===== config.mk =====
export PLATFORM = sky130hd
export DESIGN_NAME = bypass_wdt_ctrl
export DESIGN_NICKNAME = d
export VERILOG_FILES = /design/src/rtl/bwd_pkg.sv /design/src/rtl/bwd_timer.sv /design/src/rtl/bwd_mode.sv /design/src/rtl/bwd_drive.sv /design/src/rtl/bypass_wdt_ctrl.sv
export SDC_FILE = /design/constraint.sdc
export NUM_CORES = 1
export LEC_CHECK = 0
export ABC_AREA = 1
export BUFFER_PORTS_ARGS = -buffer_cell sky130_fd_sc_hd__buf_2
export CAP_MARGIN = 20
export CORE_ASPECT_RATIO = 1.75
export CORE_MARGIN = 8
export CORE_UTILIZATION = 50
export CTS_BUF_LIST = sky130_fd_sc_hd__clkbuf_8
export DETAILED_ROUTE_END_ITERATION = 10
export PLACE_DENSITY_LB_ADDON = 0.15
export RECOVER_POWER = 50
export SKIP_LAST_GASP = 1
export SLEW_MARGIN = 20
export SYNTH_ARGS = -nofsm -noshare
export SYNTH_HDL_FRONTEND = slang
export SYNTH_HIERARCHICAL = 1
export SYNTH_SLANG_ARGS = --single-unit

===== constraint.sdc =====
create_clock -name clk -period 5.1 [get_ports clk]
set_clock_uncertainty 0.05 [all_clocks]
set_input_delay 0.255 -clock clk [delete_from_list [all_inputs] [get_ports clk]]
set_output_delay 0.255 -clock clk [all_outputs]
set_load 0.005 [all_outputs]

===== src/rtl/bwd_pkg.sv =====
package bwd_pkg;
  localparam logic [1:0] MD_NORMAL = 2'd0;
  localparam logic [1:0] MD_BYPASS = 2'd1;
  localparam logic [1:0] MD_DISC   = 2'd2;

  localparam int A_MODE = 0;
  localparam int A_WDT  = 1;
  localparam int A_NV   = 2;
  localparam int A_KICK = 3;

  function automatic logic mode_ok(logic [1:0] m, logic cap_b, logic cap_d);
    case (m)
      MD_NORMAL: mode_ok = 1'b1;
      MD_BYPASS: mode_ok = cap_b;
      MD_DISC:   mode_ok = cap_d;
      default:   mode_ok = 1'b0;
    endcase
  endfunction
endpackage


===== src/rtl/bwd_timer.sv =====
module bwd_timer #(
  parameter int EXP_W = 4
) (
  input  logic             clk,
  input  logic             rst,
  input  logic             run,
  input  logic             clear,
  input  logic             tick,
  input  logic [EXP_W-1:0] exp_p,
  output logic             expire
);
  localparam int CNT_W = 1 << EXP_W;

  logic [CNT_W-1:0] cnt;
  logic [CNT_W-1:0] last;

  assign last   = (CNT_W'(1) << exp_p) - CNT_W'(1);
  assign expire = run && tick && !clear && (cnt == last);

  always_ff @(posedge clk) begin
    if (rst || clear || !run) begin
      cnt <= '0;
    end else if (tick) begin
      cnt <= expire ? '0 : cnt + CNT_W'(1);
    end
  end
endmodule


===== src/rtl/bwd_mode.sv =====
module bwd_mode
  import bwd_pkg::*;
(
  input  logic       clk,
  input  logic       rst,
  input  logic       pwr_good,
  input  logic       cmd_valid,
  input  logic [1:0] cmd_mode,
  input  logic       restore,
  input  logic       expire,
  input  logic       fail_disc,
  input  logic       cap_byp,
  input  logic       cap_disc,
  input  logic [1:0] pu_mode,
  output logic [1:0] mode_q
);
  logic [1:0] pu_eff;
  logic [1:0] pick;
  logic [1:0] fail_md;
  logic [1:0] nxt;

  assign pu_eff  = mode_ok(pu_mode, cap_byp, cap_disc) ? pu_mode : MD_NORMAL;
  assign fail_md = fail_disc ? MD_DISC : MD_BYPASS;

  always_comb begin
    pick = mode_q;
    if (cmd_valid) begin
      if (mode_ok(cmd_mode, cap_byp, cap_disc)) pick = cmd_mode;
    end else if (restore) begin
      pick = MD_NORMAL;
    end else if (expire) begin
      if (mode_ok(fail_md, cap_byp, cap_disc)) pick = fail_md;
    end
    nxt = mode_ok(pick, cap_byp, cap_disc) ? pick : MD_NORMAL;
  end

  always_ff @(posedge clk) begin
    if (rst || !pwr_good) mode_q <= pu_eff;
    else                  mode_q <= nxt;
  end
endmodule


===== src/rtl/bwd_drive.sv =====
module bwd_drive
  import bwd_pkg::*;
(
  input  logic       clk,
  input  logic       rst,
  input  logic       pwr_good,
  input  logic [1:0] mode,
  input  logic       po_byp,
  input  logic       cap_byp,
  output logic [1:0] mode_o,
  output logic       relay_cross,
  output logic       host_iso,
  output logic       tx_cut,
  output logic       led_green,
  output logic       led_yellow
);
  logic [1:0] eff;

  assign eff = pwr_good ? mode : ((po_byp && cap_byp) ? MD_BYPASS : MD_NORMAL);

  always_ff @(posedge clk) begin
    if (rst) begin
      mode_o      <= MD_NORMAL;
      relay_cross <= 1'b0;
      host_iso    <= 1'b0;
      tx_cut      <= 1'b0;
      led_green   <= 1'b0;
      led_yellow  <= 1'b0;
    end else begin
      mode_o      <= eff;
      relay_cross <= (eff == MD_BYPASS);
      host_iso    <= (eff == MD_BYPASS);
      tx_cut      <= (eff == MD_DISC);
      led_green   <= (eff == MD_BYPASS);
      led_yellow  <= (eff == MD_DISC);
    end
  end
endmodule


===== src/rtl/bypass_wdt_ctrl.sv =====
module bypass_wdt_ctrl
  import bwd_pkg::*;
#(
  parameter int          EXP_W   = 4,
  parameter int          ADDR_W  = 2,
  parameter int          DATA_W  = 6,
  parameter logic [3:0]  RST_EXP = 4'd3,
  parameter logic [4:0]  NV_INIT = 5'h13
) (
  input  logic              clk,
  input  logic              rst,
  input  logic              pwr_good,
  input  logic              tick,
  input  logic              wr_en,
  input  logic [ADDR_W-1:0] wr_addr,
  input  logic [DATA_W-1:0] wr_data,
  output logic [1:0]        mode_o,
  output logic              relay_cross,
  output logic              host_iso,
  output logic              tx_cut,
  output logic              led_green,
  output logic              led_yellow
);
  localparam int EN_BIT   = EXP_W;
  localparam int FAIL_BIT = EXP_W + 1;

  logic             wr_mode, wr_wdt, wr_nv, wr_kick;
  logic [EXP_W-1:0] exp_q;
  logic             wdt_en_q;
  logic             fail_disc_q;
  logic [4:0]       nv_q = NV_INIT;
  logic             cap_byp, cap_disc, po_byp;
  logic [1:0]       pu_mode;
  logic             tmr_expire;
  logic [1:0]       mode_q;

  assign wr_mode = wr_en && (wr_addr == ADDR_W'(A_MODE));
  assign wr_wdt  = wr_en && (wr_addr == ADDR_W'(A_WDT));
  assign wr_nv   = wr_en && (wr_addr == ADDR_W'(A_NV));
  assign wr_kick = wr_en && (wr_addr == ADDR_W'(A_KICK));

  assign cap_byp  = nv_q[0];
  assign cap_disc = nv_q[1];
  assign pu_mode  = nv_q[3:2];
  assign po_byp   = nv_q[4];

  always_ff @(posedge clk) begin
    if (rst) begin
      exp_q       <= RST_EXP[EXP_W-1:0];
      wdt_en_q    <= 1'b0;
      fail_disc_q <= 1'b0;
    end else if (wr_wdt) begin
      exp_q       <= wr_data[EXP_W-1:0];
      wdt_en_q    <= wr_data[EN_BIT];
      fail_disc_q <= wr_data[FAIL_BIT];
    end
  end

  always_ff @(posedge clk) begin
    if (wr_nv) nv_q <= wr_data[4:0];
  end

  bwd_timer #(.EXP_W(EXP_W)) u_timer (
    .clk    (clk),
    .rst    (rst),
    .run    (wdt_en_q && pwr_good),
    .clear  (wr_kick || wr_wdt),
    .tick   (tick),
    .exp_p  (exp_q),
    .expire (tmr_expire)
  );

  bwd_mode u_mode (
    .clk       (clk),
    .rst       (rst),
    .pwr_good  (pwr_good),
    .cmd_valid (wr_mode),
    .cmd_mode  (wr_data[1:0]),
    .restore   (wr_kick && wr_data[0]),
    .expire    (tmr_expire),
    .fail_disc (fail_disc_q),
    .cap_byp   (cap_byp),
    .cap_disc  (cap_disc),
    .pu_mode   (pu_mode),
    .mode_q    (mode_q)
  );

  bwd_drive u_drive (
    .clk         (clk),
    .rst         (rst),
    .pwr_good    (pwr_good),
    .mode        (mode_q),
    .po_byp      (po_byp),
    .cap_byp     (cap_byp),
    .mode_o      (mode_o),
    .relay_cross (relay_cross),
    .host_iso    (host_iso),
    .tx_cut      (tx_cut),
    .led_green   (led_green),
    .led_yellow  (led_yellow)
  );
endmodule


== Yosys cells after proc, flatten, opt, wreduce, memory -nomap -nowiden ==
Index checks and enable logic that the tools add are counted.
Storage, ports and cells
  register bits after elaboration: 33
  bits of input ports: 13
  output and inout port bits: 7
  logic and storage cells: 68
Cells by class
  add/subtract/negate cells: 2
  equality and inequality tests: 14
  shifts and indexed selects: 1
  multiplexer cells: 20
  reduce and logical (&&, ||, !) cells: 22
Operators with widths (count)
  2-bit two-way mux: 10
  16-bit by 1-bit adder with 16-bit output, second input constant: 1
  16-bit == test: 1
  16-bit two-way mux: 1
  1-bit by 4-bit left shift with 16-bit output, first input constant: 1
  16-bit by 2-bit subtractor with 16-bit output, second input constant: 1
  2-bit == test, second input constant: 7
  2-bit by 1-bit == test with 1-bit output, second input constant: 6
  1-bit case mux with 3 select lines: 4
  1-bit logical AND: 10
  2-bit zero test: 5
  1-bit two-way mux: 5
  1-bit logical OR: 4
  1-bit zero test: 3

== Longest topological paths before layout ==
Gate-level depths: netlist of the first run.
  depth after elaboration: 17
  mapped depth: 23
  mapped depth without buffers: 22

== By module ==
The synthesis of the first run kept the hierarchy.
Modules (own cells, without submodules)
  bwd_timer: times used 1, cells each 235, area an instance 1358.8 um^2
  bypass_wdt_ctrl: times used 1, cells each 49, area an instance 436.7 um^2
  bwd_mode: times used 1, cells each 46, area an instance 224.0 um^2
  bwd_drive: times used 1, cells each 20, area an instance 163.9 um^2

== Worst setup path before layout of the first run ==
OpenSTA, ideal clock, no wires.
  path type: reg2reg
  from: register exp_q[2]
  to: register u_mode.mode_q[0]
  setup time: 0.112 ns
  arrival time: 2.100 ns
  required time: 4.938 ns
  setup slack: 2.838 ns
  cell stages (with the launch flop): 21
  buffers on the path: 1
  clock period less this slack: 2.262 ns
  cell sequence: dfxtp_1 -> buf_4 -> inv_2 -> nand2_1 -> nor2_1 -> nand2_1 -> ha_1 -> xnor2_1 -> nor2_1 -> nand2_1 -> nor2_1 -> nand2_1 -> nor2_1 -> nand2_2 -> inv_1 -> nand3_1 -> nand2_1 -> nand3_1 -> a21boi_1 -> nand2_1 -> nand2_1
On the way
  word-level cells in the longest chain between the ends: 11
  elaborated cells on any way between the ends: 13
  classes of those cells: 1 x add/sub; 3 x eq/ne; 1 x shift; 6 x mux; 2 x reduce/logical
RTL lines
  start, declared: line bypass_wdt_ctrl.sv:28  | logic [EXP_W-1:0] exp_q;
  start signal, assigned: line bypass_wdt_ctrl.sv:49  | exp_q <= RST_EXP[EXP_W-1:0];
  start signal, assigned: line bypass_wdt_ctrl.sv:53  | exp_q <= wr_data[EXP_W-1:0];
  1-bit by 4-bit left shift with 16-bit output (*): line bwd_timer.sv:17  | assign last = (CNT_W'(1) << exp_p) - CNT_W'(1);
  16-bit by 2-bit subtractor with 16-bit output (*): line bwd_timer.sv:17
  16-bit == test (*): line bwd_timer.sv:18  | assign expire = run && tick && !clear && (cnt == last);
  1-bit logical AND (*): line bwd_timer.sv:18
  named net tmr_expire: line bypass_wdt_ctrl.sv:34  | logic tmr_expire;
  2-bit two-way mux (*): line bwd_mode.sv:31  | end else if (expire) begin
  2-bit two-way mux (*): line bwd_mode.sv:29  | end else if (restore) begin
  2-bit two-way mux (*): line bwd_mode.sv:27  | if (cmd_valid) begin
  2-bit == test, or another cell as far along: line bwd_pkg.sv:12  | case (m)
  1-bit case mux with 3 select lines: line bwd_pkg.sv:12
  2-bit two-way mux (*): line bwd_mode.sv:34  | nxt = mode_ok(pick, cap_byp, cap_disc) ? pick : MD_NORMAL;
  2-bit two-way mux (*): line bwd_mode.sv:38  | if (rst || !pwr_good) mode_q <= pu_eff;
  end signal, assigned: line bwd_mode.sv:38
  end signal, assigned: line bwd_mode.sv:39  | else mode_q <= nxt;
  end, declared: line bwd_mode.sv:15  | output logic [1:0] mode_q
Mark *: on every way through the listed nets, which the timed path passes. The rest lies on a longest branch.
A chain may end at the register's enable or synchronous reset.

== Worst setup path after layout of the first run ==
  from: register exp_q[3]
  to: register u_mode.mode_q[0]
Same word-level chain as after synthesis.

==> run summary, run 1 <==
- **via count** 2089
- **setup slack, reg-to-reg** 2420 ps
- **required time reported for the critical path endpoint** 5230 ps
- **share of cells above drive strength 1** 0.1135
- **sum of net half-perimeters after detailed placement** 4349 um
- **Final ANT Viol Nets** 0
- **clock tree from TritonCTS** yes
- **Avg Cell Area, Syn** 6.238 um2
- **starting utilization of the core area** 0.5096
- **Synth Cell Area** 2183 um2
- **maximum vdd drop** 0.3058 mV
- **clk root buf** clkbuf_8
- **post-synthesis to final-layout area growth** 8.195%
- **Unique masters post-synth** 28
- **final period utilization** 0.5247
- **complex-gate fraction of the synthesized area** 0.02521
- **via count of the first global-routing pass** 2147
- **leakage power** 1.146 nW
- **xor-xnor portion of the synthesized cell area** 0.04413
- **number of flops mapped to enable cells by yosys** 5
- **number of cells upsized or downsized after cts** 0
- **ys async rst share** 0
- **global-route wire length before repair** 9025 um
- **Die Footprint** 6820 um2
- **dominant synthesized flop cell** dfxtp_1
- **transition time of the tightest slew-check pin** 641.3 ps
- **maximum clock frequency** 0.3737 GHz
- **class of the worst hold path** input pin to register
- **worst-case setup slack after placement** 2451 ps
- **number of nets at the end of the flow** 384
- **worst slew margin relative to its limit** 0.5692
- **maximum count of clock buffers along a single path** 2
- **area share of the leading cell type in the synthesized netlist** 0.2567
- **Worst Path Arrival** 2810 ps
- **total of max-cap violations** 0
- **number of antenna violations at the first check in global routing** 0
- **status** completed
- **most frequently used cell type in the post-synthesis netlist** nand2_1
- **flops & latches, synth** 33
- **buffer count from post-CTS setup fixing** 0
- **minimum clock period** 2676 ps
- **sequential share of the synthesized area** 0.3255
- **quantity of hold-fixing buffers added after cts** 0
- **largest net degree at the start of global routing** 16
- **number of buffers created by CTS** 5
- **Final GP Congestion** 0.9607
- **library cell with the largest summed area after synthesis** dfxtp_1
- **area share of and/or/nand/nor cells after synthesis** 0.4596
- **leading post-synthesis cells by cell area** dfxtp_1 26%, nand2_1 22%, inv_1 9.3%, edfxtp_1 6.9%, nor2_1 6.9%
- **Fin. Hold Viols** 0
- **clock sinks** 33
- **Critical Path Sink Type** register
- **total negative slack** 0 ps
- **TritonRoute pass-1 iters** 4
- **I/O pin count** 20
- **number of DRC violations after detailed routing** 0
- **main combinational cell family by area after synthesis** simple AND/OR/NAND/NOR gates
- **ratio of total power to cell area** 251.5 nW/um2
- **number of pins with negative max-slew slack in the final report** 0
- **placement row count** 32
- **synthesis warning total** 6
- **clock transition at the register clock pins on the worst setup and hold paths after CTS** 70 ps
- **unrepaired setup endpoints after global routing** false
- **H-tree Lvls** 2
- **number of diodes** 0
- **final worst hold slack** 114.1 ps
- **number of filler instances in the final layout** 441
- **multiplexer share of the synthesized area** 0
- **area share of fa/ha/maj cells after synthesis** 0.01146
- **Chip Width** 65.95 um
- **worst setup path category** register to register
- **number of buffer cells added on primary ports** 19
- **GRT overflow** 0
- **die boundary height** 103.4 um
- **clk_lat worst skew** 280 ps
- **cell types with the highest counts after synthesis** 127 x nand2_1, 54 x inv_1, 40 x nor2_1, 28 x dfxtp_1, 27 x nand3_1
- **Final WS setup** 2424 ps
- **DR iter-0 viols** 56
- **average via count per standard cell** 4.962
- **setup violators final** 0
- **net count after synthesis** 365
- **combined global-route utilization of all metal layers** 0.1738
- **biggest fanout along the worst timing path** 11
- **core region area** 4284 um2
- **crit path launch type** register
- **Total Wirelength** 5397 um
- **Routed wire per std cell** 12.82 um
- **number of standard cells after synthesis** 350
==> kinds of logic after synthesis <==
kind of cell               count (synthesis)
adders and majority gates                  2
and+or+nand+nor                          228
buffers and inverters                     66
AOI/OAI and AO/OA                         10
xor gates and xnor gates                  11
DFF                                       33
==> flip-flops by register name, indices dropped and copies added, names as in the netlist <==
name / cells
exp_q: 4
fail_disc_q: 1
nv_q: 5
u_drive/led_green: 1
u_drive/led_yellow: 1
u_drive/mode_o: 2
u_mode/mode_q: 2
u_timer/cnt: 16
wdt_en_q: 1
==> cell type report <==
type / instances / area [um2] / share of cell area
Inverter: 59 / 225.2 / 0.09534
Clock buffer: 6 / 82.58 / 0.03496
Clock inverter: 2 / 33.78 / 0.01430
Sequential cell: 33 / 710.7 / 0.3008
Tap cell: 51 / 63.81 / 0.02701
Timing Repair Buffer: 19 / 83.83 / 0.03549
Multi-Input combinational cell: 251 / 1162 / 0.4921
==> worst max-delay path, cell delays in order (launching register included) <==
cell and delay, ps:
dfxtp_1 660, inv_4 100, nand2_1 130, nor2_1 60, nand2_1 80, ha_1 220
inv_1 70, nand2_1 60, nand2_1 50, nand2_1 60, nand3_1 70, nor2_1 100
nand2_1 60, nor2_1 130, nand2_2 110, inv_1 90, nand3_1 80, nand2_1 70
nand3_1 80, a21boi_1 140, nand2_1 80, nand2_1 40
==> final timing paths <==
| kind | start | cells past startpoint | endpoint |
|---|---|---|---|
| setup / recovery | exp_q[3] | 21 | u_mode/mode_q[0] |
| hold / removal | wr_data[4] | 1 | nv_q[4] |
| setup reg to reg | exp_q[3] | 21 | u_mode/mode_q[0] |
| hold reg to reg | u_mode/mode_q[0] | 1 | u_drive/led_yellow |
==> report_power, final <==
| part | switching, mW | internal (mW) |
|---|---|---|
| Sequential | 0.00909 | 0.271 |
| Combinational | 0.0414 | 0.0228 |
| Clock | 0.0930 | 0.157 |
==> cell usage in the layout (no fill, tap or decap), types with 6 or more instances in the layout <==
master / Yosys / final
nand2_1: 127 / 127
inv_1: 54 / 56
nor2_1: 40 / 40
nand3_1: 27 / 29
dfxtp_1: 28 / 28
nor2_2: 16 / 16
buf_2: 0 / 10
xor2_1: 10 / 10
clkbuf_1: 0 / 9
clkbuf_8: 0 / 6
==> metrics by stage <==
step                instances  total power [mW]  area [um2]    util
floorplan                 350            0.3326        2183       -
global placement          413            0.3508        2275  0.5310
detailed placement        413            0.3519        2275  0.5310
CTS                       421            0.6023        2391  0.5581
global route              421            0.6221        2362  0.5514
finish                    421            0.5940        2362  0.5514
==> routing by layer <==
metal  track usage  share of wire
met5             0              0
met4        0.1603          0.076
met3       0.02913          0.021
met2        0.3386           0.56
met1        0.1384           0.35
(Power assumes the default switching activity.)
==> run 2, diff against run 1 <==
--- a/config.mk
+++ b/config.mk
@@ -5,7 +5,7 @@
 export SDC_FILE = /design/constraint.sdc
 export NUM_CORES = 1
 export LEC_CHECK = 0
-export ABC_AREA = 1
+export ABC_AREA = 0
 export BUFFER_PORTS_ARGS = -buffer_cell sky130_fd_sc_hd__buf_2
 export CAP_MARGIN = 20
 export CORE_ASPECT_RATIO = 1.75
==> constraint.sdc (replaced) <==
create_clock -name clk -period 2.6 [get_ports clk]
set_clock_uncertainty 0.05 [all_clocks]
set_input_delay 0.13 -clock clk [delete_from_list [all_inputs] [get_ports clk]]
set_output_delay 0.13 -clock clk [all_outputs]
set_load 0.005 [all_outputs]
==> run summary, run 2 <==
- **setup slack, reg-to-reg** -180 ps
- **net count after synthesis** 275
- **final design instance area without fill** 2639 um2
- **largest registers** u_timer/cnt: 16 flops, nv_q: 5 flops, exp_q: 4 flops
- **sum of net half-perimeters after detailed placement** 4455 um
- **leading post-synthesis cells by cell area** dfxtp_1 26%, edfxtp_1 6.9%, nor3_1 5.5%, xor2_1 4.0%, nand2b_1 3.8%
- **flops & latches, synth** 33
- **number of DRC violations after detailed routing** 0
- **worst setup path category** register to register
- **ys async rst share** 0
- **Worst Path Arrival** 2970 ps
- **via count** 2052
- **ratio of total power to cell area** 400.5 nW/um2
- **area share of the leading cell type in the synthesized netlist** 0.2585
- **number of flops mapped to enable cells by yosys** 5
- **crit path launch type** register
- **placed instance area** 2456 um2
- **status** finished with violations
- **cell types with the highest counts after synthesis** 28 x dfxtp_1, 24 x nor3_1, 19 x nor2_1, 18 x nand2_1, 13 x nand2b_1
- **start point of the worst min-delay path** wr_data[5]
- **Final ANT Viol Nets** 0
- **transition time of the tightest slew-check pin** 704.0 ps
- **share of cells above drive strength 1** 0.2558
- **Die Footprint** 6783 um2
- **library cell with the largest summed area after synthesis** dfxtp_1
- **number of buffers created by CTS** 5
- **maximum vdd drop** 0.3484 mV
- **Inst Count DP** 336
- **post-synthesis to final-layout area growth** 21.70%
- **most frequent cells in the layout** 31 x buf_4, 25 x dfxtp_1, 23 x nor3_1, 17 x nor2_1, 17 x nand2_1
- **Total Wirelength** 5874 um
- **unrepaired setup endpoints after global routing** true
- **largest net degree at the start of global routing** 20
- **TritonRoute pass-1 iters** 4
- **Avg Cell Area, Syn** 8.340 um2
- **synthesis warning total** 6
- **clk root buf** clkbuf_8
- **number of buffer cells added on primary ports** 19
- **worst min-delay path endpoint** fail_disc_q
- **Unique masters post-synth** 53
- **number of antenna violations at the first check in global routing** 0
- **I/O pin count** 20
- **global-route wire length before repair** 9604 um
- **required time reported for the critical path endpoint** 2790 ps
- **reg-to-reg endpoint** u_mode/mode_q[1]
- **maximum clock frequency** 0.3595 GHz
- **Final GP Congestion** 1.006
- **beginning of the worst register-to-register path** exp_q[2]
- **number of diodes** 0
- **starting utilization of the core area** 0.5225
- **final period utilization** 1.070
- **clk_lat worst skew** 290 ps
- **clock sinks** 33
- **count of placed standard cells in the final layout, fillers left out** 350
- **placement row count** 31
- **setup violators final** 2
- **clock transition at the register clock pins on the worst setup and hold paths after CTS** 80 ps
- **combined global-route utilization of all metal layers** 0.1857
- **most frequently used cell type in the post-synthesis netlist** dfxtp_1
- **class of the worst hold path** input pin to register
- **depth of the worst hold-timing path** 3
- **worst slew margin relative to its limit** 0.5297
- **minimum clock period** 2782 ps
- **register with the most flip-flops** u_timer/cnt
- **H-tree Lvls** 2
- **via count of the first global-routing pass** 1979
- **Final WS setup** -181.5 ps
- **DR iter-0 viols** 121
- **Routed wire per std cell** 16.78 um
- **max reg flops** 16
- **sequential share of the synthesized area** 0.3278
- **most common cell after layout, fill and taps aside** buf_4
- **leakage power** 0.9921 nW
- **Synth Cell Area** 2168 um2
- **Fin. Hold Viols** 0
- **launching element of the worst setup path** exp_q[2]
- **number of cells on the worst reg-to-reg path** 10
- **post-route core utilization** 0.6358
- **number of pins with negative max-slew slack in the final report** 0
- **clock tree from TritonCTS** yes
- **GRT overflow** 0
- **die boundary height** 103.1 um
- **dominant synthesized flop cell** dfxtp_1
- **number of nets at the end of the flow** 315
- **maximum count of clock buffers along a single path** 2
- **average via count per standard cell** 5.863
- **total of max-cap violations** 0
- **core region area** 4150 um2
- **number of standard cells after synthesis** 260
- **violations in the final reports** setup timing
- **biggest fanout along the worst timing path** 17
- **Critical Path Sink Type** register
- **Chip Width** 65.78 um
[run 2: per-stage QoR]
stage | setup WS [ps] | total power, mW | hold WS (ps) | setup TNS (ps)
after floorplan | -391.0 | 0.6253 | 142.4 | -756.2
after detailed placement | -188.1 | 0.6733 | 278.6 | -342.6
after global placement | -108.4 | 0.6721 | 280.6 | -198.5
after global routing | -281.3 | 1.105 | 42.02 | -551.6
after CTS | -123.0 | 1.063 | 13.78 | -233.5
final | -181.5 | 1.057 | 52.08 | -317.6
[run 2: what timing repair did]
item,in CTS,in global routing
pin swaps,8,4
endpoints found under the hold margin,3,0
gates resized for setup,7,5
setup endpoints to repair,2,18
hold buffers,3,0
buffers inserted,3,0
[run 2: worst max path at each step]
stage                                  end  slack, ps
final                     u_mode/mode_q[1]       -180
after floorplan           u_mode/mode_q[1]       -390
after CTS                 u_mode/mode_q[1]       -120
after detailed placement  u_mode/mode_q[1]       -190
after global placement    u_mode/mode_q[1]       -110
after global routing      u_mode/mode_q[0]       -280
[run 2: layout make-up]
class,instances,area (um2)
Fill cell,359,1511
Multi-Input combinational cell,200,1383
Sequential cell,33,714.4
Timing Repair Buffer,54,371.6
Clock buffer,5,68.82
Tap cell,49,61.31
Inverter,6,22.52
Clock inverter,3,17.52
[run 2: cell families (layout without fill, tap and decap cells)]
| family | count (synthesis) | after routing | share of synthesized area |
|---|---|---|---|
| AO/OA/AOI/OAI | 46 | 46 | 0.1448 |
| AND/OR/NAND/NOR | 127 | 127 | 0.3399 |
| XOR/XNOR | 18 | 18 | 0.07271 |
| multiplexers | 7 | 7 | 0.03232 |
| buffers and inverters | 27 | 68 | 0.07097 |
| flip-flops | 33 | 33 | 0.3278 |
| adder cells (fa/ha/maj) | 2 | 2 | 0.01154 |
[run 2: routing by layer]
metal	global-route usage	up-vias	wire [um]
met3	0.03482	12	219
met2	0.3386	63	3301
li1	-	1031	-
met5	0	-	0
met1	0.1872	946	2182
met4	0.1115	0	171
[run 2: report_power, final]
part	total [mW]	internal [mW]	switching, mW
logic	0.131	0.0638	0.0677
clock network	0.386	0.185	0.201
registers	0.539	0.528	0.0106
total	1.06	0.777	0.279
[run 2: critical path: stages (launching register included)]
cell and delay [ps]:
dfxtp_2 340, buf_4 190, nor4b_4 290, xor2_1 260
mux2i_1 290, nand3_1 160, nor4_4 320, a31oi_1 120
or4_4 430, nand3_2 100, a41o_1 180
==> run 3, diff against run 2 <==
--- a/config.mk
+++ b/config.mk
@@ -5,7 +5,6 @@
 export SDC_FILE = /design/constraint.sdc
 export NUM_CORES = 1
 export LEC_CHECK = 0
-export ABC_AREA = 0
 export BUFFER_PORTS_ARGS = -buffer_cell sky130_fd_sc_hd__buf_2
 export CAP_MARGIN = 20
 export CORE_ASPECT_RATIO = 1.75
@@ -14,7 +13,6 @@
 export CTS_BUF_LIST = sky130_fd_sc_hd__clkbuf_8
 export DETAILED_ROUTE_END_ITERATION = 10
 export PLACE_DENSITY_LB_ADDON = 0.15
-export RECOVER_POWER = 50
 export SKIP_LAST_GASP = 1
 export SLEW_MARGIN = 20
 export SYNTH_ARGS = -nofsm -noshare
==> run summary, run 3 (synthesis results as in run 2) <==
- **share of cells above drive strength 1** 0.2757
- **setup violators final** 2
- **ratio of total power to cell area** 399.8 nW/um2
- **average via count per standard cell** 5.826
- **Switching Power** 0.2796 mW
- **unrepaired setup endpoints after global routing** true
- **required time reported for the critical path endpoint** 2790 ps
- **die boundary height** 103.1 um
- **starting utilization of the core area** 0.5225
- **Final WS setup** -173.7 ps
- **number of DRC violations after detailed routing** 0
- **violations in the final reports** setup timing
- **most common cell after layout, fill and taps aside** buf_4
- **register with the most flip-flops** u_timer/cnt
- **worst-case setup slack after placement** -188.1 ps
- **Routed wire per std cell** 16.77 um
- **Bufs and invs on worst path** 1
- **clock sinks** 33
- **maximum clock frequency** 0.3605 GHz
- **GRT overflow** 0
- **placement row count** 31
- **DR iter-0 viols** 123
- **core region area** 4150 um2
- **clock tree from TritonCTS** yes
- **Final GP Congestion** 1.006
- **number of antenna violations at the first check in global routing** 0
- **Worst Path Arrival** 2960 ps
- **via count of the first global-routing pass** 1979
- **sequential standard cell area** 714.4 um2
- **final period utilization** 1.067
- **global-route wire length before repair** 9604 um
- **relative contribution of the clock network to total power** 0.365
- **final worst hold slack** 15.83 ps
- **combined global-route utilization of all metal layers** 0.1857
- **max reg flops** 16
- **Chip Width** 65.78 um
- **H-tree Lvls** 2
- **standard cell with the maximum stage delay on the critical path** or4_4
- **switch share** 0.2642
- **I/O pin count** 20
- **largest net degree at the start of global routing** 20
- **clk_lat worst skew** 290 ps
- **Final ANT Viol Nets** 0
- **post-synthesis to final-layout area growth** 22.04%
- **total negative slack** -304.5 ps
- **number of pins with negative max-slew slack in the final report** 0
- **Total Wirelength** 5869 um
- **worst slew margin relative to its limit** 0.5204
- **maximum vdd drop** 0.3484 mV
- **number of nets at the end of the flow** 315
- **area of combinational cells with multiple inputs** 1384 um2
- **number of buffers created by CTS** 5
- **status** finished with violations
- **total of max-cap violations** 0
- **via count** 2039
- **internal power consumption** 0.7785 mW
- **TritonRoute pass-1 iters** 4
- **class of the worst hold path** input pin to register
- **number of buffer cells added on primary ports** 19
- **biggest fanout along the worst timing path** 17
- **clock transition at the register clock pins on the worst setup and hold paths after CTS** 80 ps
- **post-route core utilization** 0.6376
- **most frequent cells in the layout** 31 x buf_4, 25 x dfxtp_1, 23 x nor3_1, 19 x buf_2
- **clk root buf** clkbuf_8
- **combinational share of power** 0.125
- **minimum clock period** 2774 ps
- **worst setup path category** register to register
- **Critical Path, Cell by Cell** buf_4, nor4b_4, xor2_1, mux2i_1, nand3_1, nor4_4, a31oi_1, or4_4, nand3_2, a41o_1
- **Sequential Power Share** 0.509
- **crit-path leading delay family** simple AND/OR/NAND/NOR gates
- **max incr delay on CP** 430 ps
- **transition time of the tightest slew-check pin** 717.9 ps
- **Die Footprint** 6783 um2
- **leakage power** 1.005 nW
- **power after layout** 1.058 mW
- **number of diodes** 0
- **largest registers** u_timer/cnt: 16 flops, nv_q: 5 flops, exp_q: 4 flops
- **number of filler instances in the final layout** 356
- **Critical Path Sink Type** register
- **sum of net half-perimeters after detailed placement** 4455 um
- **Fin. Hold Viols** 0
- **crit path launch type** register
- **maximum count of clock buffers along a single path** 2
## run 3: path summary, 6_finish.rpt
path                                 start               end  slack (ps)  cells past startpoint
worst max-delay path              exp_q[2]  u_mode/mode_q[1]        -170                     10
worst min-delay path            wr_data[1]           nv_q[1]          20                      1
worst max register to register    exp_q[2]  u_mode/mode_q[1]        -170                     10
worst min register to register    wdt_en_q          wdt_en_q         450                      2
## run 3: area by class of cell
cell class                      instances  area share
Inverter                                6    0.008511
Multi-Input combinational cell        200      0.5229
Timing Repair Buffer                   54      0.1428
Clock buffer                            5     0.02600
Clock inverter                          3    0.006619
Sequential cell                        33      0.2700
Tap cell                               49     0.02317
## run 3: power by group through the flow
stage	Combinational [mW]	Sequential, mW	Clock, mW
2_1_floorplan	0.0783	0.547	0
3_3_place_gp	0.122	0.551	0
3_5_place_dp	0.123	0.551	0
4_1_cts	0.129	0.539	0.394
5_1_grt	0.144	0.541	0.421
6_report	0.133	0.539	0.387
## run 3: per-stage QoR
stage | cells | area [um2]
finish | 350 | 2646
global route | 350 | 2646
CTS | 350 | 2624
detailed placement | 336 | 2456
global placement | 336 | 2456
floorplan | 260 | 2210
## run 3: what timing repair did
action / 4_1_cts / 5_1_grt
resized for setup: 7 / 5
hold endpoints to repair: 3 / 0
hold buffers: 3 / 0
pin swaps: 8 / 4
setup buffers: 3 / 0
gates cloned: 0 / 0
setup endpoints to repair: 2 / 18
## run 3: per-layer routing
metal  vias up  part of all wire  GRT usage  wire, um
met1       941              0.37     0.1872      2174
met3        10             0.036    0.03482       209
met5         -                 0          0         0
met2        55              0.57     0.3386      3318
li1       1033                 -          -         -
met4         0             0.028     0.1115       167
